==> src/rtl/hdx_uart_pkg.sv <==
package hdx_uart_pkg;

    localparam int CFG_W  = 9;
    localparam int ADDR_W = 2;

    localparam logic [ADDR_W-1:0] ADDR_CTRL = 2'd0;
    localparam logic [ADDR_W-1:0] ADDR_STAT = 2'd1;
    localparam logic [ADDR_W-1:0] ADDR_DATA = 2'd2;

    typedef enum logic [1:0] {
        ST_IDLE  = 2'd0,
        ST_START = 2'd1,
        ST_DATA  = 2'd2,
        ST_STOP  = 2'd3
    } ser_state_e;

    // control register, bit8 down to bit0
    typedef struct packed {
        logic rq_rx_en;
        logic rq_tx_en;
        logic perr_ie;
        logic one_wire;
        logic wide_word;
        logic par_odd;
        logic par_on;
        logic rx_on;
        logic tx_on;
    } ctrl_t;

endpackage

==> src/rtl/hdx_uart_tx.sv <==
module hdx_uart_tx
    import hdx_uart_pkg::*;
#(
    parameter int DATA_W = 9,
    parameter int OVS    = 16
) (
    input  logic              clk,
    input  logic              rst_n,
    input  logic              tick,
    input  logic              tx_on,
    input  logic              par_on,
    input  logic              par_odd,
    input  logic              wide_word,
    input  logic              pend,
    input  logic [DATA_W-1:0] hold_word,
    output logic              take,
    output logic              line,
    output logic              busy
);
    localparam int CNT_W = $clog2(OVS);
    localparam int IDX_W = $clog2(DATA_W);

    typedef struct packed {
        ser_state_e        st;
        logic [CNT_W-1:0]  cnt;
        logic [IDX_W-1:0]  idx;
        logic [DATA_W-1:0] shreg;
        logic              line;
    } tx_reg_t;

    tx_reg_t q, d;
    int      word_len;

    function automatic logic [DATA_W-1:0] shape_word(
        input logic [DATA_W-1:0] din,
        input int                wl,
        input logic              pe,
        input logic              odd
    );
        logic [DATA_W-1:0] w;
        logic              p;
        w = '0;
        p = odd;
        for (int i = 0; i < DATA_W; i++) begin
            if (i < wl - 1) begin
                w[i] = din[i];
                p    = p ^ din[i];
            end else if (i == wl - 1) begin
                w[i] = pe ? p : din[i];
            end
        end
        return w;
    endfunction

    always_comb begin
        d        = q;
        take     = 1'b0;
        word_len = wide_word ? DATA_W : DATA_W - 1;
        if (q.st == ST_IDLE) begin
            d.line = 1'b1;
            if (tx_on && pend) begin
                take    = 1'b1;
                d.st    = ST_START;
                d.cnt   = '0;
                d.idx   = '0;
                d.line  = 1'b0;
                d.shreg = shape_word(hold_word, word_len, par_on, par_odd);
            end
        end else if (tick) begin
            if (q.cnt == CNT_W'(OVS - 1)) begin
                d.cnt = '0;
                if (q.st == ST_START) begin
                    d.st    = ST_DATA;
                    d.idx   = '0;
                    d.line  = q.shreg[0];
                    d.shreg = q.shreg >> 1;
                end else if (q.st == ST_DATA) begin
                    if (int'(q.idx) == word_len - 1) begin
                        d.st   = ST_STOP;
                        d.line = 1'b1;
                    end else begin
                        d.idx   = q.idx + 1'b1;
                        d.line  = q.shreg[0];
                        d.shreg = q.shreg >> 1;
                    end
                end else begin
                    d.st = ST_IDLE;
                end
            end else begin
                d.cnt = q.cnt + 1'b1;
            end
        end
    end

    always_ff @(posedge clk or negedge rst_n) begin
        if (!rst_n) begin
            q.st    <= ST_IDLE;
            q.cnt   <= '0;
            q.idx   <= '0;
            q.shreg <= '0;
            q.line  <= 1'b1;
        end else begin
            q <= d;
        end
    end

    assign line = q.line;
    assign busy = (q.st != ST_IDLE);

    // the line rests high between frames
    p_idle_high_r2: assert property (@(posedge clk) disable iff (!rst_n)
        (q.st == ST_IDLE) |-> q.line);

    // no frame leaves while transmit is disabled
    p_hold_off_r14: assert property (@(posedge clk) disable iff (!rst_n)
        (q.st == ST_IDLE && !tx_on) |=> (q.st == ST_IDLE));

endmodule

==> src/rtl/hdx_uart_rx.sv <==
module hdx_uart_rx
    import hdx_uart_pkg::*;
#(
    parameter int DATA_W = 9,
    parameter int OVS    = 16
) (
    input  logic              clk,
    input  logic              rst_n,
    input  logic              tick,
    input  logic              rx_on,
    input  logic              par_on,
    input  logic              par_odd,
    input  logic              wide_word,
    input  logic              ser_in,
    output logic              got_word,
    output logic [DATA_W-1:0] word,
    output logic              bad_par,
    output logic              bad_stop
);
    localparam int CNT_W = $clog2(OVS);
    localparam int IDX_W = $clog2(DATA_W);

    typedef struct packed {
        logic              s1;
        logic              s2;
        logic              prev;
        ser_state_e        st;
        logic [CNT_W-1:0]  cnt;
        logic [IDX_W-1:0]  idx;
        logic [DATA_W-1:0] bits;
        logic              done;
        logic              perr;
        logic              ferr;
    } rx_reg_t;

    rx_reg_t q, d;
    int      word_len;
    logic    fall;

    always_comb begin
        d        = q;
        d.done   = 1'b0;
        d.s1     = ser_in;
        d.s2     = q.s1;
        d.prev   = q.s2;
        fall     = q.prev & ~q.s2;
        word_len = wide_word ? DATA_W : DATA_W - 1;
        if (!rx_on) begin
            d.st = ST_IDLE;
        end else if (q.st == ST_IDLE) begin
            if (fall) begin
                d.st  = ST_START;
                d.cnt = '0;
            end
        end else if (tick) begin
            if (q.st == ST_START) begin
                if (q.cnt == CNT_W'(OVS / 2 - 1)) begin
                    d.cnt = '0;
                    if (!q.s2) begin
                        d.st   = ST_DATA;
                        d.idx  = '0;
                        d.bits = '0;
                    end else begin
                        d.st = ST_IDLE;
                    end
                end else begin
                    d.cnt = q.cnt + 1'b1;
                end
            end else if (q.cnt == CNT_W'(OVS - 1)) begin
                d.cnt = '0;
                if (q.st == ST_DATA) begin
                    d.bits[q.idx] = q.s2;
                    if (int'(q.idx) == word_len - 1) begin
                        d.st = ST_STOP;
                    end else begin
                        d.idx = q.idx + 1'b1;
                    end
                end else begin
                    d.st   = ST_IDLE;
                    d.done = 1'b1;
                    d.ferr = ~q.s2;
                    d.perr = par_on && ((^q.bits) != par_odd);
                end
            end else begin
                d.cnt = q.cnt + 1'b1;
            end
        end
    end

    always_ff @(posedge clk or negedge rst_n) begin
        if (!rst_n) begin
            q.s1   <= 1'b1;
            q.s2   <= 1'b1;
            q.prev <= 1'b1;
            q.st   <= ST_IDLE;
            q.cnt  <= '0;
            q.idx  <= '0;
            q.bits <= '0;
            q.done <= 1'b0;
            q.perr <= 1'b0;
            q.ferr <= 1'b0;
        end else begin
            q <= d;
        end
    end

    assign got_word = q.done;
    assign word     = q.bits;
    assign bad_par  = q.perr;
    assign bad_stop = q.ferr;

    // a word is reported once, as a single-cycle pulse
    p_done_pulse_r8: assert property (@(posedge clk) disable iff (!rst_n)
        q.done |=> !q.done);

    // the word completes only out of the stop bit
    p_done_from_stop_r4: assert property (@(posedge clk) disable iff (!rst_n)
        $rose(q.done) |-> ($past(q.st) == ST_STOP));

endmodule

==> src/rtl/hdx_uart_regs.sv <==
module hdx_uart_regs
    import hdx_uart_pkg::*;
#(
    parameter int DATA_W = 9
) (
    input  logic              clk,
    input  logic              rst_n,
    input  logic              wr_en,
    input  logic              rd_en,
    input  logic [ADDR_W-1:0] addr,
    input  logic [DATA_W-1:0] wdata,
    output logic [DATA_W-1:0] rdata,
    input  logic              take,
    input  logic              tx_busy,
    input  logic              got_word,
    input  logic [DATA_W-1:0] rx_word,
    input  logic              bad_par,
    input  logic              bad_stop,
    output logic [DATA_W-1:0] hold_word,
    output logic              pend,
    output logic              tx_on,
    output logic              rx_on,
    output logic              par_on,
    output logic              par_odd,
    output logic              wide_word,
    output logic              one_wire,
    output logic              tx_req,
    output logic              rx_req,
    output logic              irq
);
    // DATA_W is expected to be at least CFG_W

    typedef struct packed {
        ctrl_t             ctl;
        logic [DATA_W-1:0] thold;
        logic [DATA_W-1:0] rhold;
        logic              t_empty;
        logic              r_full;
        logic              perr;
        logic              ferr;
    } reg_file_t;

    reg_file_t q, d;

    always_comb begin
        d = q;
        if (take) d.t_empty = 1'b1;
        if (wr_en) begin
            case (addr)
                ADDR_CTRL: d.ctl = ctrl_t'(wdata[CFG_W-1:0]);
                ADDR_STAT: begin
                    if (wdata[2]) d.perr = 1'b0;
                    if (wdata[3]) d.ferr = 1'b0;
                end
                ADDR_DATA: begin
                    d.thold   = wdata;
                    d.t_empty = 1'b0;
                end
                default: ;
            endcase
        end
        if (rd_en && addr == ADDR_DATA) d.r_full = 1'b0;
        if (got_word) begin
            d.rhold  = rx_word;
            d.r_full = 1'b1;
            if (bad_par)  d.perr = 1'b1;
            if (bad_stop) d.ferr = 1'b1;
        end
    end

    always_comb begin
        rdata = '0;
        case (addr)
            ADDR_CTRL: rdata[CFG_W-1:0] = q.ctl;
            ADDR_STAT: rdata[4:0] = {tx_busy, q.ferr, q.perr, q.r_full, q.t_empty};
            ADDR_DATA: rdata = q.rhold;
            default:   rdata = '0;
        endcase
    end

    always_ff @(posedge clk or negedge rst_n) begin
        if (!rst_n) begin
            q.ctl     <= '0;
            q.thold   <= '0;
            q.rhold   <= '0;
            q.t_empty <= 1'b1;
            q.r_full  <= 1'b0;
            q.perr    <= 1'b0;
            q.ferr    <= 1'b0;
        end else begin
            q <= d;
        end
    end

    assign hold_word = q.thold;
    assign pend      = ~q.t_empty;
    assign tx_on     = q.ctl.tx_on;
    assign rx_on     = q.ctl.rx_on;
    assign par_on    = q.ctl.par_on;
    assign par_odd   = q.ctl.par_odd;
    assign wide_word = q.ctl.wide_word;
    assign one_wire  = q.ctl.one_wire;
    assign tx_req    = q.ctl.rq_tx_en & q.t_empty;
    assign rx_req    = q.ctl.rq_rx_en & q.r_full;
    assign irq       = q.ctl.perr_ie & q.perr;

    // a parity error only appears with a completed word
    p_perr_src_r5: assert property (@(posedge clk) disable iff (!rst_n)
        $rose(q.perr) |-> $past(got_word));

    // a write-one clears the parity flag
    p_w1c_perr_r6: assert property (@(posedge clk) disable iff (!rst_n)
        (wr_en && addr == ADDR_STAT && wdata[2] && !got_word) |=> !q.perr);

    // a data write withdraws the transmit request
    p_wr_drops_req_r13: assert property (@(posedge clk) disable iff (!rst_n)
        (wr_en && addr == ADDR_DATA) |=> !tx_req);

    // reading the data drops the ready flag
    p_rd_clears_r12: assert property (@(posedge clk) disable iff (!rst_n)
        (rd_en && addr == ADDR_DATA && !got_word) |=> !q.r_full);

endmodule

==> src/rtl/hdx_uart.sv <==
module hdx_uart
    import hdx_uart_pkg::*;
#(
    parameter int DATA_W = 9,
    parameter int OVS    = 16
) (
    input  logic              clk,
    input  logic              rst_n,
    input  logic              tick_i,
    input  logic              wr_en_i,
    input  logic              rd_en_i,
    input  logic [1:0]        addr_i,
    input  logic [DATA_W-1:0] wdata_i,
    output logic [DATA_W-1:0] rdata_o,
    input  logic              rx_i,
    input  logic              pad_i,
    output logic              tx_o,
    output logic              tx_oe_o,
    output logic              tx_req_o,
    output logic              rx_req_o,
    output logic              irq_o
);
    logic              take, tx_busy, tx_line, pend;
    logic              got_word, bad_par, bad_stop;
    logic [DATA_W-1:0] rx_word, hold_word;
    logic              tx_on, rx_on, par_on, par_odd, wide_word, one_wire;
    logic              ser_src;

    hdx_uart_regs #(.DATA_W(DATA_W)) u_regs (
        .clk(clk), .rst_n(rst_n),
        .wr_en(wr_en_i), .rd_en(rd_en_i), .addr(addr_i),
        .wdata(wdata_i), .rdata(rdata_o),
        .take(take), .tx_busy(tx_busy),
        .got_word(got_word), .rx_word(rx_word),
        .bad_par(bad_par), .bad_stop(bad_stop),
        .hold_word(hold_word), .pend(pend),
        .tx_on(tx_on), .rx_on(rx_on), .par_on(par_on), .par_odd(par_odd),
        .wide_word(wide_word), .one_wire(one_wire),
        .tx_req(tx_req_o), .rx_req(rx_req_o), .irq(irq_o)
    );

    hdx_uart_tx #(.DATA_W(DATA_W), .OVS(OVS)) u_tx (
        .clk(clk), .rst_n(rst_n), .tick(tick_i),
        .tx_on(tx_on), .par_on(par_on), .par_odd(par_odd),
        .wide_word(wide_word), .pend(pend), .hold_word(hold_word),
        .take(take), .line(tx_line), .busy(tx_busy)
    );

    // single-wire: own output while sending, pad level otherwise
    always_comb begin
        if (one_wire) ser_src = tx_busy ? tx_line : pad_i;
        else          ser_src = rx_i;
    end

    hdx_uart_rx #(.DATA_W(DATA_W), .OVS(OVS)) u_rx (
        .clk(clk), .rst_n(rst_n), .tick(tick_i),
        .rx_on(rx_on), .par_on(par_on), .par_odd(par_odd),
        .wide_word(wide_word), .ser_in(ser_src),
        .got_word(got_word), .word(rx_word),
        .bad_par(bad_par), .bad_stop(bad_stop)
    );

    assign tx_o    = tx_line;
    assign tx_oe_o = one_wire ? tx_busy : 1'b1;

    // a low level is never left undriven on the shared line
    p_hd_release_r10: assert property (@(posedge clk) disable iff (!rst_n)
        (one_wire && !tx_o) |-> tx_oe_o);

endmodule

==> config.mk <==
export PLATFORM = sky130hd
export DESIGN_NAME = hdx_uart
export DESIGN_NICKNAME = d
export VERILOG_FILES = /design/src/rtl/hdx_uart_pkg.sv /design/src/rtl/hdx_uart_tx.sv /design/src/rtl/hdx_uart_rx.sv /design/src/rtl/hdx_uart_regs.sv /design/src/rtl/hdx_uart.sv
export SDC_FILE = /design/constraint.sdc
export NUM_CORES = 1
export LEC_CHECK = 0
export ABC_AREA = 1
export BUFFER_PORTS_ARGS = -buffer_cell sky130_fd_sc_hd__buf_2
export CELL_PAD_IN_SITES_DETAIL_PLACEMENT = 0
export CELL_PAD_IN_SITES_GLOBAL_PLACEMENT = 1
export CORE_UTILIZATION = 35
export DETAILED_ROUTE_END_ITERATION = 10
export PLACE_DENSITY = 0.71
export SYNTH_ARGS = -nofsm -noshare
export SYNTH_HDL_FRONTEND = slang
export SYNTH_HIERARCHICAL = 1
export SYNTH_SLANG_ARGS = --single-unit
==> constraint.sdc <==
create_clock -name clk -period 4.5 [get_ports clk]
set_clock_uncertainty 0.15 [all_clocks]
set_input_delay 0 -clock clk [delete_from_list [all_inputs] [get_ports clk]]
set_output_delay 0 -clock clk [all_outputs]
set_load 0.02 [all_outputs]
==> results.yml, run 1 <==
cts:
  numCtsBuffers: 9
  cts.path.max_buffers: 2
  htreeDepth: 3
  cts_root_buf: "clkbuf_16"
  tritoncts: "built"
  clk_pin_slew_worst_paths_ns: 0.06
  cts.sinks: 76
  clkLatencyLatePin_ns: 0.35
setup_path:
  crit_path_frequent_cell: "inv_1"
  arrival_ns: 2.64
  start_kind: "flop"
  cp_slowest_cell: "ha_1"
  required_ns: 4.63
  cpLargestDelayFamily: "buffers and inverters"
  crit_start: "u_tx/q[18]"
  crit_fanout: 16
  slowest_delay_ns: 0.49
  critical_path_class: "flop to flop"
  worstPathCellList: "inv_1 -> ha_1 -> inv_1 -> nand2_1 -> nand2_4 -> nor2_4 -> nand2_4 -> clkinv_4 -> o21ai_0 -> o21ai_0 -> inv_1"
  end_kind: "flop"
  path_buf_inv: 4
  timing.rr.start: "u_tx/q[18]"
yosys:
  synth.area.mux_share: 0
  synth_top_family_by_area: "simple AND/OR/NAND/NOR gates"
  synth_edf_count: 0
  synth-simple-area-share: 0.313
  netlist.top_cell.by_area: "dfrtp_1"
  async_flop_share: 1.00
  yosysUniqueCellTypes: 40
  ys_warn_count: 6
  synth_top_cell_area_share: 0.383
  synth_compound_area_frac: 0.0969
  syn_avg_cell_area_um2: 7.49
  synth_commonest_cells: "nand2_1 (215), inv_1 (77), dfrtp_1 (71)"
  synth-main-ff-cell: "dfrtp_1"
  yosys.cell_count.top_type: "nand2_1"
  synth_fa_ha_area_frac: 0.0459
  synth_cells: 619
  synth.yosys.seq_area_share: 0.412
  synth_xor_area_frac: 0.0151
  ys_ff_latch: 76
  syn_area_mm2: 0.00463
  synth_top_cells_by_area: "dfrtp_1 (38%), nand2_1 (17%), nand3_1 (6.4%), inv_1 (6.2%), ha_1 (4.6%)"
  syn_nets: 654
finish:
  fin_util: 0.417
  n_antenna_cell: 0
  drive_gt1_frac: 0.135
  area_growth_pct: 14.9
  final_nets: 688
global_route:
  grt_antenna_before_repair: 0
  grt_pass1_vias: 3607
  grt_pass1_wl_um: 18100
  grt-ovfl-total: 0
  grt_max_degree: 77
  grtUsageTotal: 0.174
drt:
  wl_met3_um: 300
  postRouteAntennaNets: 0
  vias_per_cell: 4.65
  drc: 0
  met2_length_um: 5180
  wl_per_cell_um: 13.0
  drtPass1Iterations: 4
  routed_wl_um: 10800
  dr.first_iter.drc_count: 201
  highest_layer: "met4"
  m1WireLength_um: 5200
  via_count: 3861
floorplan:
  die_x_um: 117
  design.die.area_mm2: 0.0137
  start_util: 0.363
  boundaryPins: 32
  fp.dieH_um: 117
  placement_rows: 41
  core_area_mm2: 0.0128
placement:
  dp_hpwl_um: 7600
  portBuffers: 31
  gp_congestion: 0.765
timing:
  period_minus_slack_ns: 2.52
  finalHoldViolations: 0
  fin_setup_tns_ns: 0
  worst_pin_slew_ns: 0.981
  setup_violations: 0
  drv_slew: 0
  period_share: 0.560
  fmax_mhz: 397
  grt_setup_unrepaired: "no"
  relSlewSlack: 0.346
power_and_ir_drop:
  peakVddDrop_mv: 0.191
  cellLeakagePower_uw: 0.00264
  power_density_mw_per_mm2: 447
flow_run:
  drv_cap: 0
status:
  status: "complete, no violations"
hold_path:
  hp-class: "input pin to async pin"
==> state kept, by name, indices dropped and copies added, names as in the netlist, 2 cells and up <==
register	cells
u_rx/d	2
u_tx/q	19
u_rx/word	9
u_regs/hold_word	9
u_regs/q	16
u_rx/q	11
==> per-stage QoR <==
stage	setup WS, ns	cell area, um2	total power [uW]	hold slack (ns)	std cells
after global routing	1.70	5330	2560	0.223	830
after CTS	1.96	5330	2420	0.215	830
after global placement	2.07	4770	1590	0.0828	790
final	1.98	5330	2380	0.195	830
after detailed placement	1.98	4770	1600	0.0855	790
after floorplan	2.66	4630	1460	-0.446	619
==> cell families after synthesis <==
logic type / after synthesis
AND/OR/NAND/NOR: 330
buffers and inverters: 112
AO/OA/AOI/OAI: 76
flip-flops: 76
adder cells (fa/ha/maj): 17
XOR/XNOR: 8
==> per-layer routing <==
metal  up-vias  global-route usage
met3         8              0.0479
met4         0              0.0456
met2        33               0.279
met5         -                   0
li1       2011                   -
met1      1809               0.233
==> layout by cell type, fill, tap and decap left out, types with 3 or more instances in the layout <==
cell	Yosys	final
nand2_1	215	215
inv_1	77	77
dfrtp_1	71	71
nand3_1	59	59
o21ai_0	36	36
buf_2	4	30
dlygate4sd3_1	0	24
nor2_1	21	21
ha_1	17	17
a21oi_1	10	10
o21ai_2	10	10
nand2_2	9	9
clkbuf_16	0	9
o21ai_1	9	9
nor3_1	6	6
dfstp_2	5	5
xnor2_1	5	5
o22ai_1	4	4
clkinv_2	0	3
nor2_4	3	3
nor2_2	3	3
nand4_1	3	3
xor2_1	3	3
==> what timing repair did <==
action                                 in CTS  in global routing
resized for setup                           0                  0
hold buffers                               24                  0
endpoints found under the hold margin     100                  0
buffers inserted                            0                  0
==> power by group <==
part           total, uW  internal, uW  switching, uW
clock                775           483            292
sequential           950           827            123
combinational        656           247            408
==> layout make-up <==
cell class	instances	area [um2]
fillers	1305	7450
multi-input cells	431	2180
flip-flops and latches	76	1910
repair buffers	55	398
inverters	80	305
clock buffers	9	225
well taps	172	215
clock inverters	7	91.3
==> final timing paths <==
| kind | to | slack, ns | depth (start not counted) |
|---|---|---|---|
| max in group asynchronous | u_regs/q[10] | 3.35 | 2 |
| hold reg to reg | u_rx/d[22] | 0.22 | 0 |
| hold / removal | u_tx/q[1] | 0.19 | 2 |
| setup reg to reg | u_tx/line | 1.98 | 11 |
| min in group clk | u_rx/d[22] | 0.22 | 0 |
| setup / recovery | u_tx/line | 1.98 | 11 |
Note: power is estimated with default switching activity, not from simulation.
==> inputs of run 2 (changes only) <==
--- a/config.mk
+++ b/config.mk
@@ -11,7 +11,7 @@
 export CELL_PAD_IN_SITES_GLOBAL_PLACEMENT = 1
 export CORE_UTILIZATION = 35
 export DETAILED_ROUTE_END_ITERATION = 10
-export PLACE_DENSITY = 0.71
+export PLACE_DENSITY = 0.73
 export SYNTH_ARGS = -nofsm -noshare
 export SYNTH_HDL_FRONTEND = slang
 export SYNTH_HIERARCHICAL = 1
==> constraint.sdc (replaced) <==
create_clock -name clk -period 2.15 [get_ports clk]
set_clock_uncertainty 0.15 [all_clocks]
set_input_delay 0 -clock clk [delete_from_list [all_inputs] [get_ports clk]]
set_output_delay 0 -clock clk [all_outputs]
set_load 0.02 [all_outputs]
==> results.yml, run 2 (same netlist as run 1, synthesis figures left out) <==
global_route:
  grt-ovfl-total: 0
  grt_antenna_before_repair: 0
  grt_pass1_vias: 3777
  grtUsageTotal: 0.173
  grt_max_degree: 45
  grt_pass1_wl_um: 18100
timing:
  drv_slew: 0
  setup_violations: 0
  fmax_mhz: 491
  grt_setup_unrepaired: "no"
  relSlewSlack: 0.698
  finalHoldViolations: 0
  worst_pin_slew_ns: 0.453
  fin_setup_tns_ns: 0
  period_minus_slack_ns: 2.04
  period_share: 0.948
drt:
  drtPass1Iterations: 5
  via_count: 3963
  postRouteAntennaNets: 0
  vias_per_cell: 4.72
  wl_per_cell_um: 12.9
  routed_wl_um: 10800
  dr.first_iter.drc_count: 216
  drc: 0
setup_path:
  path_buf_inv: 4
  start_kind: "input pin"
  worstRegToRegCells: 9
  crit_fanout: 11
  critical_path_class: "input pin to flop"
  timing.rr.start: "u_rx/q[20]"
  arrival_ns: 2.10
  cpLargestDelayFamily: "buffers and inverters"
  crit_start: "addr_i[1]"
  required_ns: 2.21
  reg2reg_slack_ns: 0.15
  end_kind: "flop"
  r2r_end: "u_rx/q[12]"
  slowest_delay_ns: 0.55
  worstPathCellList: "dlygate4sd3_1 -> buf_2 -> nor2_2 -> buf_4 -> nand2_2 -> nand2_1 -> nand2_1 -> dlygate4sd3_1"
  cp_slowest_cell: "dlygate4sd3_1"
power_and_ir_drop:
  power_density_mw_per_mm2: 953
  cellLeakagePower_uw: 0.00269
  peakVddDrop_mv: 0.466
flow_run:
  drv_cap: 0
floorplan:
  core_area_mm2: 0.0128
  boundaryPins: 32
  placement_rows: 41
  start_util: 0.363
  design.die.area_mm2: 0.0137
  fp.dieH_um: 117
  die_x_um: 117
cts:
  clkLatencyLatePin_ns: 0.33
  cts_root_buf: "clkbuf_16"
  cts.path.max_buffers: 2
  clk_pin_slew_worst_paths_ns: 0.06
  htreeDepth: 3
  numCtsBuffers: 9
  cts.sinks: 76
  tritoncts: "built"
placement:
  place_area_mm2: 0.00486
  gp_congestion: 0.833
  dp_hpwl_um: 7730
  portBuffers: 31
hold_path:
  hp-class: "input pin to async pin"
finish:
  fillers: 1297
  final_common_cell: "nand2_1"
  top_register: "u_tx/q"
  fin_area_mm2: 0.00544
  reg_top3: "u_tx/q x19, u_regs/q x16, u_rx/q x11"
  drive_gt1_frac: 0.147
  n_antenna_cell: 0
  area_growth_pct: 17.4
  largest_register_ffs: 19
  final_nets: 697
  final_cell_mix: "nand2_1 (215), inv_1 (77), dfrtp_1 (71)"
status:
  status: "complete, no violations"
[run 2: cell type report]
| class | count | area, um2 | share of cell area |
|---|---|---|---|
| inverter | 80 | 305 | 0.0561 |
| sequential | 76 | 1910 | 0.351 |
| clock buffer | 12 | 246 | 0.0453 |
| multi-input combinational | 431 | 2190 | 0.403 |
| clock inverter | 4 | 97.6 | 0.0179 |
| timing repair buffer | 64 | 475 | 0.0874 |
| tap | 172 | 215 | 0.0395 |
[run 2: metrics by stage]
step                      setup WS [ns]  hold WS [ns]  cells  power (uW)  utilization
final                             0.112        0.0130    839        5180        0.426
after floorplan                   0.305        -0.446    619        3050            -
after detailed placement         0.0883        -0.165    800        3400        0.380
after global placement            0.175        -0.169    800        3360        0.380
after CTS                        0.0209        0.0154    840        5200        0.426
after global routing            0.00305        0.0690    839        5530        0.426
[run 2: what timing repair did]
item,4_1_cts,5_1_grt
endpoints found under the hold margin,101,0
hold buffers,24,0
endpoints found under the setup margin,0,9
buffers inserted,0,0
resized for setup,0,2
[run 2: per-layer routing]
layer / vias to the layer above / wire length (um) / track usage
li1: 2023 / - / -
met1: 1870 / 4970 / 0.218
met2: 61 / 5370 / 0.295
met3: 9 / 309 / 0.0350
met4: 0 / 134 / 0.0565
met5: - / 0 / 0
[run 2: worst max-delay path by stage]
stage	to	cells after the start
2_1_floorplan	u_rx/q[14]	10
3_3_place_gp	u_tx/line	11
4_1_cts	u_regs/q[29]	7
6_report	u_regs/one_wire	8
3_5_place_dp	u_tx/line	11
5_1_grt	u_rx/q[15]	9
[run 2: power by group]
| group | leakage (uW) | switching [uW] | total (uW) | internal [uW] |
|---|---|---|---|---|
| clock network | 0.000163 | 572 | 1740 | 1170 |
| registers | 0.000979 | 243 | 1980 | 1730 |
| logic | 0.00155 | 898 | 1470 | 572 |
